`config.mk`:
```
export PLATFORM = sky130hd
export DESIGN_NAME = zero_run_flagger
export DESIGN_NICKNAME = d
export VERILOG_FILES = /design/src/rtl/zrf_pkg.sv /design/src/rtl/zrf_run_counter.sv /design/src/rtl/zero_run_flagger.sv
export SDC_FILE = /design/constraint.sdc
export NUM_CORES = 1
export LEC_CHECK = 0
export ABC_AREA = 1
export BUFFER_PORTS_ARGS = -buffer_cell sky130_fd_sc_hd__buf_2
export CAP_MARGIN = 20
export CORE_MARGIN = 4
export CORE_UTILIZATION = 35
export CTS_CLUSTER_DIAMETER = 30
export DETAILED_ROUTE_END_ITERATION = 8
export PLACE_DENSITY = 0.65
export SYNTH_ARGS = -nofsm -noshare
export SYNTH_HDL_FRONTEND = slang
export SYNTH_SLANG_ARGS = --single-unit
```
`constraint.sdc`:
```
create_clock -name clk -period 2.9 [get_ports clk]
set_input_delay 0.58 -clock clk [delete_from_list [all_inputs] [get_ports clk]]
set_output_delay 0.58 -clock clk [all_outputs]
set_load 0.01 [all_outputs]
```
`src/rtl/zrf_pkg.sv`:
```
package zrf_pkg;

  typedef enum logic [1:0] {
    FSEL_OFF    = 2'b00,
    FSEL_BOTH_A = 2'b01,
    FSEL_CROSS  = 2'b10,
    FSEL_BOTH_B = 2'b11
  } fsel_e;

  // Returns {left_pin, right_pin} for a routing code and two silence results.
  function automatic logic [1:0] route_flags(input logic [1:0] sel,
                                             input logic quiet_l,
                                             input logic quiet_r);
    logic [1:0] pins;
    case (fsel_e'(sel))
      FSEL_OFF:    pins = 2'b00;
      FSEL_CROSS:  pins = {quiet_r, quiet_l};
      default:     pins = {2{quiet_l & quiet_r}};
    endcase
    return pins;
  endfunction

endpackage

```
`src/rtl/zrf_run_counter.sv`:
```
module zrf_run_counter #(
  parameter int SAMPLE_W = 24,
  parameter int RUN_LEN  = 1024
) (
  input  logic                clk,
  input  logic                rst_n,
  input  logic                en_i,
  input  logic                valid_i,
  input  logic [SAMPLE_W-1:0] sample_i,
  output logic                quiet_o
);
  localparam int CNT_W = $clog2(RUN_LEN + 1);
  localparam logic [CNT_W-1:0] LIMIT = CNT_W'(RUN_LEN);

  logic [CNT_W-1:0] run_cnt;
  logic             sample_zero;
  logic             run_full;

  function automatic logic [CNT_W-1:0] next_run(input logic [CNT_W-1:0] cur,
                                                input logic is_zero);
    if (!is_zero)        return '0;
    else if (cur == LIMIT) return LIMIT;
    else                 return cur + 1'b1;
  endfunction

  assign sample_zero = (sample_i == '0);
  assign run_full    = (run_cnt == LIMIT);

  always_ff @(posedge clk) begin
    if (!rst_n)       run_cnt <= '0;
    else if (!en_i)   run_cnt <= '0;
    else if (valid_i) run_cnt <= next_run(run_cnt, sample_zero);
  end

  assign quiet_o = en_i & run_full;


  nonzero_clears_chk: assert property (@(posedge clk) disable iff (!rst_n)
    (en_i && valid_i && !sample_zero) |=> !run_full);

  full_holds_chk: assert property (@(posedge clk) disable iff (!rst_n)
    (run_full && en_i && valid_i && sample_zero) |=> run_full);

  idle_holds_chk: assert property (@(posedge clk) disable iff (!rst_n)
    (en_i && !valid_i) |=> $stable(run_cnt));

  disabled_clears_chk: assert property (@(posedge clk) disable iff (!rst_n)
    !en_i |=> (run_cnt == '0));

  count_range_chk: assert property (@(posedge clk) disable iff (!rst_n)
    run_cnt <= LIMIT);
endmodule

```
`src/rtl/zero_run_flagger.sv`:
```
module zero_run_flagger #(
  parameter int SAMPLE_W = 24,
  parameter int RUN_LEN  = 1024
) (
  input  logic                clk,
  input  logic                rst_n,
  input  logic                smp_valid,
  input  logic [SAMPLE_W-1:0] smp_left,
  input  logic [SAMPLE_W-1:0] smp_right,
  input  logic [1:0]          flag_sel,
  input  logic [1:0]          chan_en,
  input  logic                mute_en,
  output logic                zflag_l,
  output logic                zflag_r,
  output logic                mute_req_l,
  output logic                mute_req_r
);
  import zrf_pkg::*;

  localparam int NCH = 2;

  logic [SAMPLE_W-1:0] ch_sample [NCH];
  logic [NCH-1:0]      ch_quiet;
  logic [1:0]          pins;

  assign ch_sample[0] = smp_left;
  assign ch_sample[1] = smp_right;

  for (genvar ch = 0; ch < NCH; ch++) begin : g_chan
    zrf_run_counter #(.SAMPLE_W(SAMPLE_W), .RUN_LEN(RUN_LEN)) u_run (
      .clk      (clk),
      .rst_n    (rst_n),
      .en_i     (chan_en[ch]),
      .valid_i  (smp_valid),
      .sample_i (ch_sample[ch]),
      .quiet_o  (ch_quiet[ch])
    );
  end

  assign pins       = route_flags(flag_sel, ch_quiet[0], ch_quiet[1]);
  assign zflag_l    = pins[1];
  assign zflag_r    = pins[0];
  assign mute_req_l = mute_en & ch_quiet[0];
  assign mute_req_r = mute_en & ch_quiet[1];


  off_quiet_chk: assert property (@(posedge clk) disable iff (!rst_n)
    (flag_sel == 2'b00) |-> (!zflag_l && !zflag_r));

  both_same_chk: assert property (@(posedge clk) disable iff (!rst_n)
    flag_sel[0] |-> (zflag_l == zflag_r));

  mute_gate_chk: assert property (@(posedge clk) disable iff (!rst_n)
    !mute_en |-> (!mute_req_l && !mute_req_r));

  disabled_silent_chk: assert property (@(posedge clk) disable iff (!rst_n)
    (!chan_en[0] && !chan_en[1]) |-> (!mute_req_l && !mute_req_r));
endmodule

```
==> results of run 1 <==
==> synthesized netlist by cell type <==
cell / instances / area, um^2
a21oi_1: 6 / 30.03
buf_2: 1 / 5.000
buf_4: 1 / 7.510
buf_6: 1 / 11.26
clkinv_1: 2 / 7.510
dfxtp_1: 22 / 440.4
ha_1: 4 / 50.05
inv_1: 22 / 82.58
inv_2: 1 / 3.750
nand2_1: 58 / 217.7
nand2_2: 1 / 6.260
nand3_1: 11 / 55.05
nand3b_1: 3 / 22.52
nand4_1: 6 / 37.54
nor2_1: 66 / 247.7
nor2_2: 3 / 18.77
nor3_1: 2 / 10.01
nor3_4: 1 / 16.27
o21ai_0: 3 / 15.01
o21bai_1: 2 / 15.01
o22ai_1: 1 / 6.260
or2_1: 1 / 6.260
xnor2_1: 5 / 43.79
xor2_1: 9 / 78.83
==> power breakdown <==
part	total [uW]	switching [uW]	leakage, uW	internal, uW
combinational	68.0	31.9	0.000582	36.1
clock	186	93.9	0.0000216	92.6
sequential	305	1.39	0.000177	303
total	559	127	0.000781	432
==> final timing paths <==
check / start / end / slack (ns)
hold reg to reg: g_chan[1].u_run.run_cnt[10] / g_chan[1].u_run.run_cnt[10] / 0.51
setup / recovery: g_chan[1].u_run.run_cnt[0] / zflag_l / 0.65
hold / removal: g_chan[1].u_run.run_cnt[10] / g_chan[1].u_run.run_cnt[10] / 0.51
setup reg to reg: g_chan[1].u_run.run_cnt[0] / g_chan[1].u_run.run_cnt[2] / 1.37
==> cell type report <==
| type | instances | area [um^2] | area share, % |
|---|---|---|---|
| Multi-Input combinational cell | 182 | 877.1 | 48.44 |
| Sequential cell | 22 | 440.4 | 24.33 |
| Timing Repair Buffer | 59 | 295.3 | 16.31 |
| Inverter | 25 | 93.84 | 5.183 |
| Tap cell | 50 | 62.56 | 3.455 |
| Clock buffer | 3 | 41.29 | 2.281 |
==> stage by stage <==
| step | total power (uW) | hold slack [ns] | std cells |
|---|---|---|---|
| 2_1_floorplan | 340.5 | 0.4615 | 232 |
| 3_3_place_gp | 379.2 | 0.4888 | 338 |
| 3_5_place_dp | 380.2 | 0.4905 | 338 |
| 4_1_cts | 569.2 | 0.5016 | 341 |
| 5_1_grt | 584.5 | 0.5222 | 341 |
| 6_report | 559.0 | 0.5078 | 341 |
==> critical path: cells and delay by family (launching register included) <==
kind	cells	cell delay [ns]
flip-flops	1	0.34
AND/OR/NAND/NOR	3	0.51
AO/OA/AOI/OAI	1	0.18
adder cells (fa/ha/maj)	1	0.14
buffers and inverters	2	0.24
==> routing by layer <==
metal | wire length, um | up-vias
met5 | 0 | -
li1 | - | 838
met3 | 345 | 2
met4 | 29 | 0
met1 | 1537 | 617
met2 | 1408 | 59
==> cell families after synthesis <==
family / after synthesis / share of synthesized area [%]
xor+xnor: 14 / 8.544
simple gates: 152 / 44.47
buf+inv: 28 / 8.195
compound gates: 12 / 4.620
fa+ha+maj: 4 / 3.487
flops: 22 / 30.69
==> reports/metrics.csv, run 1 <==
stage;metric;value;unit
cells_and_area;final net count;353;
setup_path;CP arrival;1.67;ns
clocking;Clk pin slew, worst setup/hold paths;0.08;ns
placed_design;post-place instance area;1769;um^2
clocking;H-tree levels;1;
setup_path;CP endpoint kind;output port;
floorplanning;core area;3971;um^2
cells_and_area;final core occ;45.59;%
detailed_routing;Detail Route Antenna Nets;0;
clocking;cts hold-fix bufs;0;
power;Leak;0.0007806;uW
cells_and_area;most flop-heavy register;g_chan.u_run.run_cnt;
cells_and_area;commonest non-fill, non-tap cell in the layout;nor2_1;
setup_path;Slowest cell on crit path;dfxtp_1;
floorplanning;die area;5189;um^2
cells_and_area;share of cells above drive strength 1;23.37;%
clocking;Worst-Skew Late Latency;0.26;ns
placed_design;post-DP HPWL;2719;um
detailed_routing;initial DRC count;49;
clocking;CTS root buffer;clkbuf_8;
sta;# setup viols final;0;
setup_path;CP Launch Type;register;
setup_path;critical path, cell by cell;inv_1 > ha_1 > nand2_1 > nor3_1 > nand3_1 > o22ai_1 > buf_2;
setup_path;worst-path fanout max;3;
global_route;routing usage on met2;23.47;%
global_route;first-pass GRT wire length;5637;um
synth;Mapped Area;1435;um^2
detailed_routing;via count;1516;
sta;unrepaired setup endpoints after global routing;false;
placed_design;gpl congestion;0.7896;
status;outcome;complete, no violations;
sta;fin crit share;77.54;%
placed_design;pre-CTS setup slack;0.9634;ns
sta;max-slew headroom at the worst pin;74.49;%
synth;Mapped Avg Cell Area;6.186;um^2
power;P per Cell Area;308.8;nW/um^2
detailed_routing;Post-Route WL;3321;um
sta;setup_tns;0;ns
clocking;Resized Gates After CTS;0;
cells_and_area;antenna cells;0;
floorplanning;Die H;72.04;um
worst_hold_path;Hold WC Path Type;reg2reg;
cells_and_area;number of flip-flops in the largest register;22;
sta;Final Hold Fails;0;
cells_and_area;most frequent cells in the layout;nor2_1, buf_2, nand2_1;
flow_run;max_cap viols;0;
synth;Synth Instances;232;
global_route;largest net degree at the start of global routing;17;
global_route;gr ovfl total;0;
floorplanning;# IOs;60;
detailed_routing;routed wire length per instance;9.739;um
detailed_routing;Initial DRT Pass Iterations;4;
synth;syn nets;292;
setup_path;Reg2Reg Depth;9;
placed_design;# port buffers;59;
floorplanning;chip width;72.04;um
synth;Yosys cell types;24;
synth;Seq cells post-synth;22;
global_route;vias in the first global route;1432;
global_route;number of antenna violations at the first check in global routing;0;
global_route;GRT Util Overall;13.10;%
floorplanning;Initial Utilization;36.14;%
setup_path;crit path kind;reg2out;
cells_and_area;post-route cell area;1810;um^2
clocking;CTS buffer count;3;
sta;max-slew violation count;0;
global_route;met1 Use GR;15.89;%
clocking;post-CTS setup buffer count;0;
worst_hold_path;hold path cells;2;
clocking;clock sink total;22;
sta;slew of the pin with the lowest slew margin;0.3797;ns
sta;Setup WS post-layout;0.6513;ns
setup_path;max incr delay on CP;0.34;ns
sta;clk_skew;0.0009087;ns
global_route;met3 Usage GRT;2.493;%
detailed_routing;Vias per Instance;4.446;
clocking;CTS tree;done;
sta;min Tclk post-route;2.249;ns
synth;Syn. warnings;0;
synth;register area share after synthesis;30.69;%
clocking;Clock Tree Buf Depth;2;
detailed_routing;DRC violations left;0;
setup_path;WP data required;2.32;ns
power;Max VDD drop;0.1159;mV
global_route;global route hottest layer;met2;
cells_and_area;Top Registers;g_chan.u_run.run_cnt (22);
cells_and_area;Layout area overhead;26.16;%
cells_and_area;FILL cells;419;
sta;Fmax achieved;444.7;MHz
floorplanning;Std-Cell Rows;23;
No activity file was read; power rests on OpenSTA's default activity.
==> run 2, diff against run 1 <==
==> constraint.sdc (replaced) <==
create_clock -name clk -period 2.35 [get_ports clk]
set_input_delay 0.47 -clock clk [delete_from_list [all_inputs] [get_ports clk]]
set_output_delay 0.47 -clock clk [all_outputs]
set_load 0.01 [all_outputs]
==> reports/metrics.csv, run 2 (synthesized netlist as in run 1, its figures left out) <==
stage;metric;value;unit;change
worst_hold_path;hold path cells;3;;+1
worst_hold_path;Min-Delay Startpoint;rst_n;;
power;Max VDD drop;0.1229;mV;+6.0%
setup_path;CP endpoint kind;output port;;
clocking;Clk pin slew, worst setup/hold paths;0.07;ns;about the same
detailed_routing;Vias per Instance;4.442;;about the same
global_route;first-pass GRT wire length;5568;um;-1.2%
global_route;vias in the first global route;1385;;-3.3%
setup_path;reg2reg setup slack;0.88;ns;-0.49 ns
global_route;number of antenna violations at the first check in global routing;0;;unchanged
cells_and_area;share of cells above drive strength 1;23.63;%;+0.26 points
placed_design;# port buffers;59;;unchanged
sta;max-slew violation count;0;;unchanged
setup_path;RR Endpoint;g_chan[1].u_run.run_cnt[3];;
sta;fin crit share;89.01;%;
placed_design;gpl congestion;0.7634;;-3.3%
cells_and_area;commonest non-fill, non-tap cell in the layout;nor2_1;;
floorplanning;Std-Cell Rows;23;;unchanged
detailed_routing;routed wire length per instance;9.906;um;+1.7%
setup_path;Reg2Reg Depth;9;;unchanged
status;outcome;complete, no violations;;
setup_path;CP Launch Type;register;;
cells_and_area;Top Registers;g_chan.u_run.run_cnt (22);;
cells_and_area;antenna cells;0;;unchanged
detailed_routing;via count;1519;;+0.20%
clocking;CTS tree;done;;
cells_and_area;most flop-heavy register;g_chan.u_run.run_cnt;;
detailed_routing;Initial DRT Pass Iterations;4;;unchanged
global_route;GRT Util Overall;13.21;%;+0.10 points
floorplanning;Initial Utilization;36.14;%;unchanged
cells_and_area;number of flip-flops in the largest register;22;;unchanged
sta;unrepaired setup endpoints after global routing;false;;
cells_and_area;most frequent cells in the layout;nor2_1, buf_2, nand2_1;;
clocking;clock sink total;22;;unchanged
clocking;Worst-Skew Late Latency;0.26;ns;about the same
clocking;post-CTS setup buffer count;0;;unchanged
setup_path;WP data required;1.88;ns;-0.44 ns
floorplanning;# IOs;60;;unchanged
power;Leak;0.0007854;uW;+0.62%
floorplanning;Die H;72.04;um;unchanged
sta;min Tclk post-route;2.092;ns;
sta;Final Hold Fails;0;;unchanged
detailed_routing;initial DRC count;53;;+8.2%
setup_path;CP arrival;1.62;ns;-0.05 ns
cells_and_area;Layout area overhead;26.68;%;
flow_run;max_cap viols;0;;unchanged
floorplanning;core area;3971;um^2;unchanged
clocking;cts hold-fix bufs;0;;unchanged
clocking;Resized Gates After CTS;0;;unchanged
floorplanning;die area;5189;um^2;unchanged
setup_path;worst-path fanout max;3;;unchanged
sta;clk_skew;0.0007942;ns;-0.0001144 ns
setup_path;crit path kind;reg2out;;
sta;max-slew headroom at the worst pin;76.62;%;+2.1 points
cells_and_area;final net count;354;;+0.28%
detailed_routing;Post-Route WL;3388;um;+2.0%
sta;setup_tns;0;ns;unchanged
clocking;H-tree levels;1;;unchanged
sta;# setup viols final;0;;unchanged
placed_design;post-DP HPWL;2781;um;+2.3%
sta;Fmax achieved;478.1;MHz;
floorplanning;chip width;72.04;um;unchanged
detailed_routing;DRC violations left;0;;unchanged
global_route;gr ovfl total;0;;unchanged
global_route;largest net degree at the start of global routing;16;;-1
detailed_routing;Detail Route Antenna Nets;0;;unchanged
worst_hold_path;Hold WC Path Type;in2reg;;
sta;slew of the pin with the lowest slew margin;0.3480;ns;-0.03176 ns
power;P per Cell Area;381.8;nW/um^2;+24%
clocking;Clock Tree Buf Depth;2;;unchanged
clocking;CTS root buffer;clkbuf_8;;
setup_path;r2r startpoint;g_chan[1].u_run.run_cnt[0];;
worst_hold_path;WHS Endpoint;g_chan[1].u_run.run_cnt[10];;
clocking;CTS buffer count;3;;unchanged
power;Pwr Total;694.2;uW;+24%
==> run 2: through the flow <==
stage | area (um^2) | utilization [%] | setup slack (ns) | hold WS, ns | instances
global route | 1818 | 45.78 | 0.1082 | 0.5049 | 342
floorplan | 1435 | - | 0.7179 | 0.4615 | 232
finish | 1818 | 45.78 | 0.2583 | 0.4702 | 342
global placement | 1777 | 44.74 | 0.5932 | 0.4867 | 339
detailed placement | 1777 | 44.74 | 0.5402 | 0.4919 | 339
CTS | 1818 | 45.78 | 0.2441 | 0.4674 | 342
==> run 2: worst max path at each step <==
stage,from,end,slack [ns],cells past startpoint
final,g_chan[1].u_run.run_cnt[0],zflag_l,0.26,7
after global routing,g_chan[1].u_run.run_cnt[0],zflag_l,0.11,7
after CTS,g_chan[1].u_run.run_cnt[0],zflag_l,0.24,7
after detailed placement,g_chan[1].u_run.run_cnt[0],zflag_l,0.54,7
after global placement,g_chan[1].u_run.run_cnt[0],zflag_r,0.59,7
after floorplan,g_chan[1].u_run.run_cnt[0],zflag_l,0.72,6
==> run 2: where the power goes <==
part	internal [uW]	switching [uW]	leakage, uW
clock	115	119	0.0000216
sequential	374	1.71	0.000177
combinational	45.8	39.0	0.000586
==> run 2: worst max-delay path, stage by stage (launching register included) <==
cell     delay, ns
dfxtp_1       0.34
inv_1         0.08
ha_1          0.14
nand2_1       0.05
nor3_1        0.28
nand3_1       0.16
o22ai_1       0.17
buf_2         0.15
==> run 2: metal layers <==
layer | GRT usage (%) | part of all wire (%) | up-vias
met4 | 6.263 | 2.0 | 0
met3 | 2.493 | 12 | 5
met2 | 23.57 | 43 | 58
met5 | 0 | 0 | -
li1 | - | - | 836
met1 | 15.08 | 43 | 620
==> run 2: final cells by class <==
class	count	area, um^2
Clock buffer	3	41.29
Fill cell	427	2153
Inverter	25	93.84
Multi-Input combinational cell	182	877.1
Sequential cell	22	440.4
Tap cell	50	62.56
Timing Repair Buffer	60	302.8
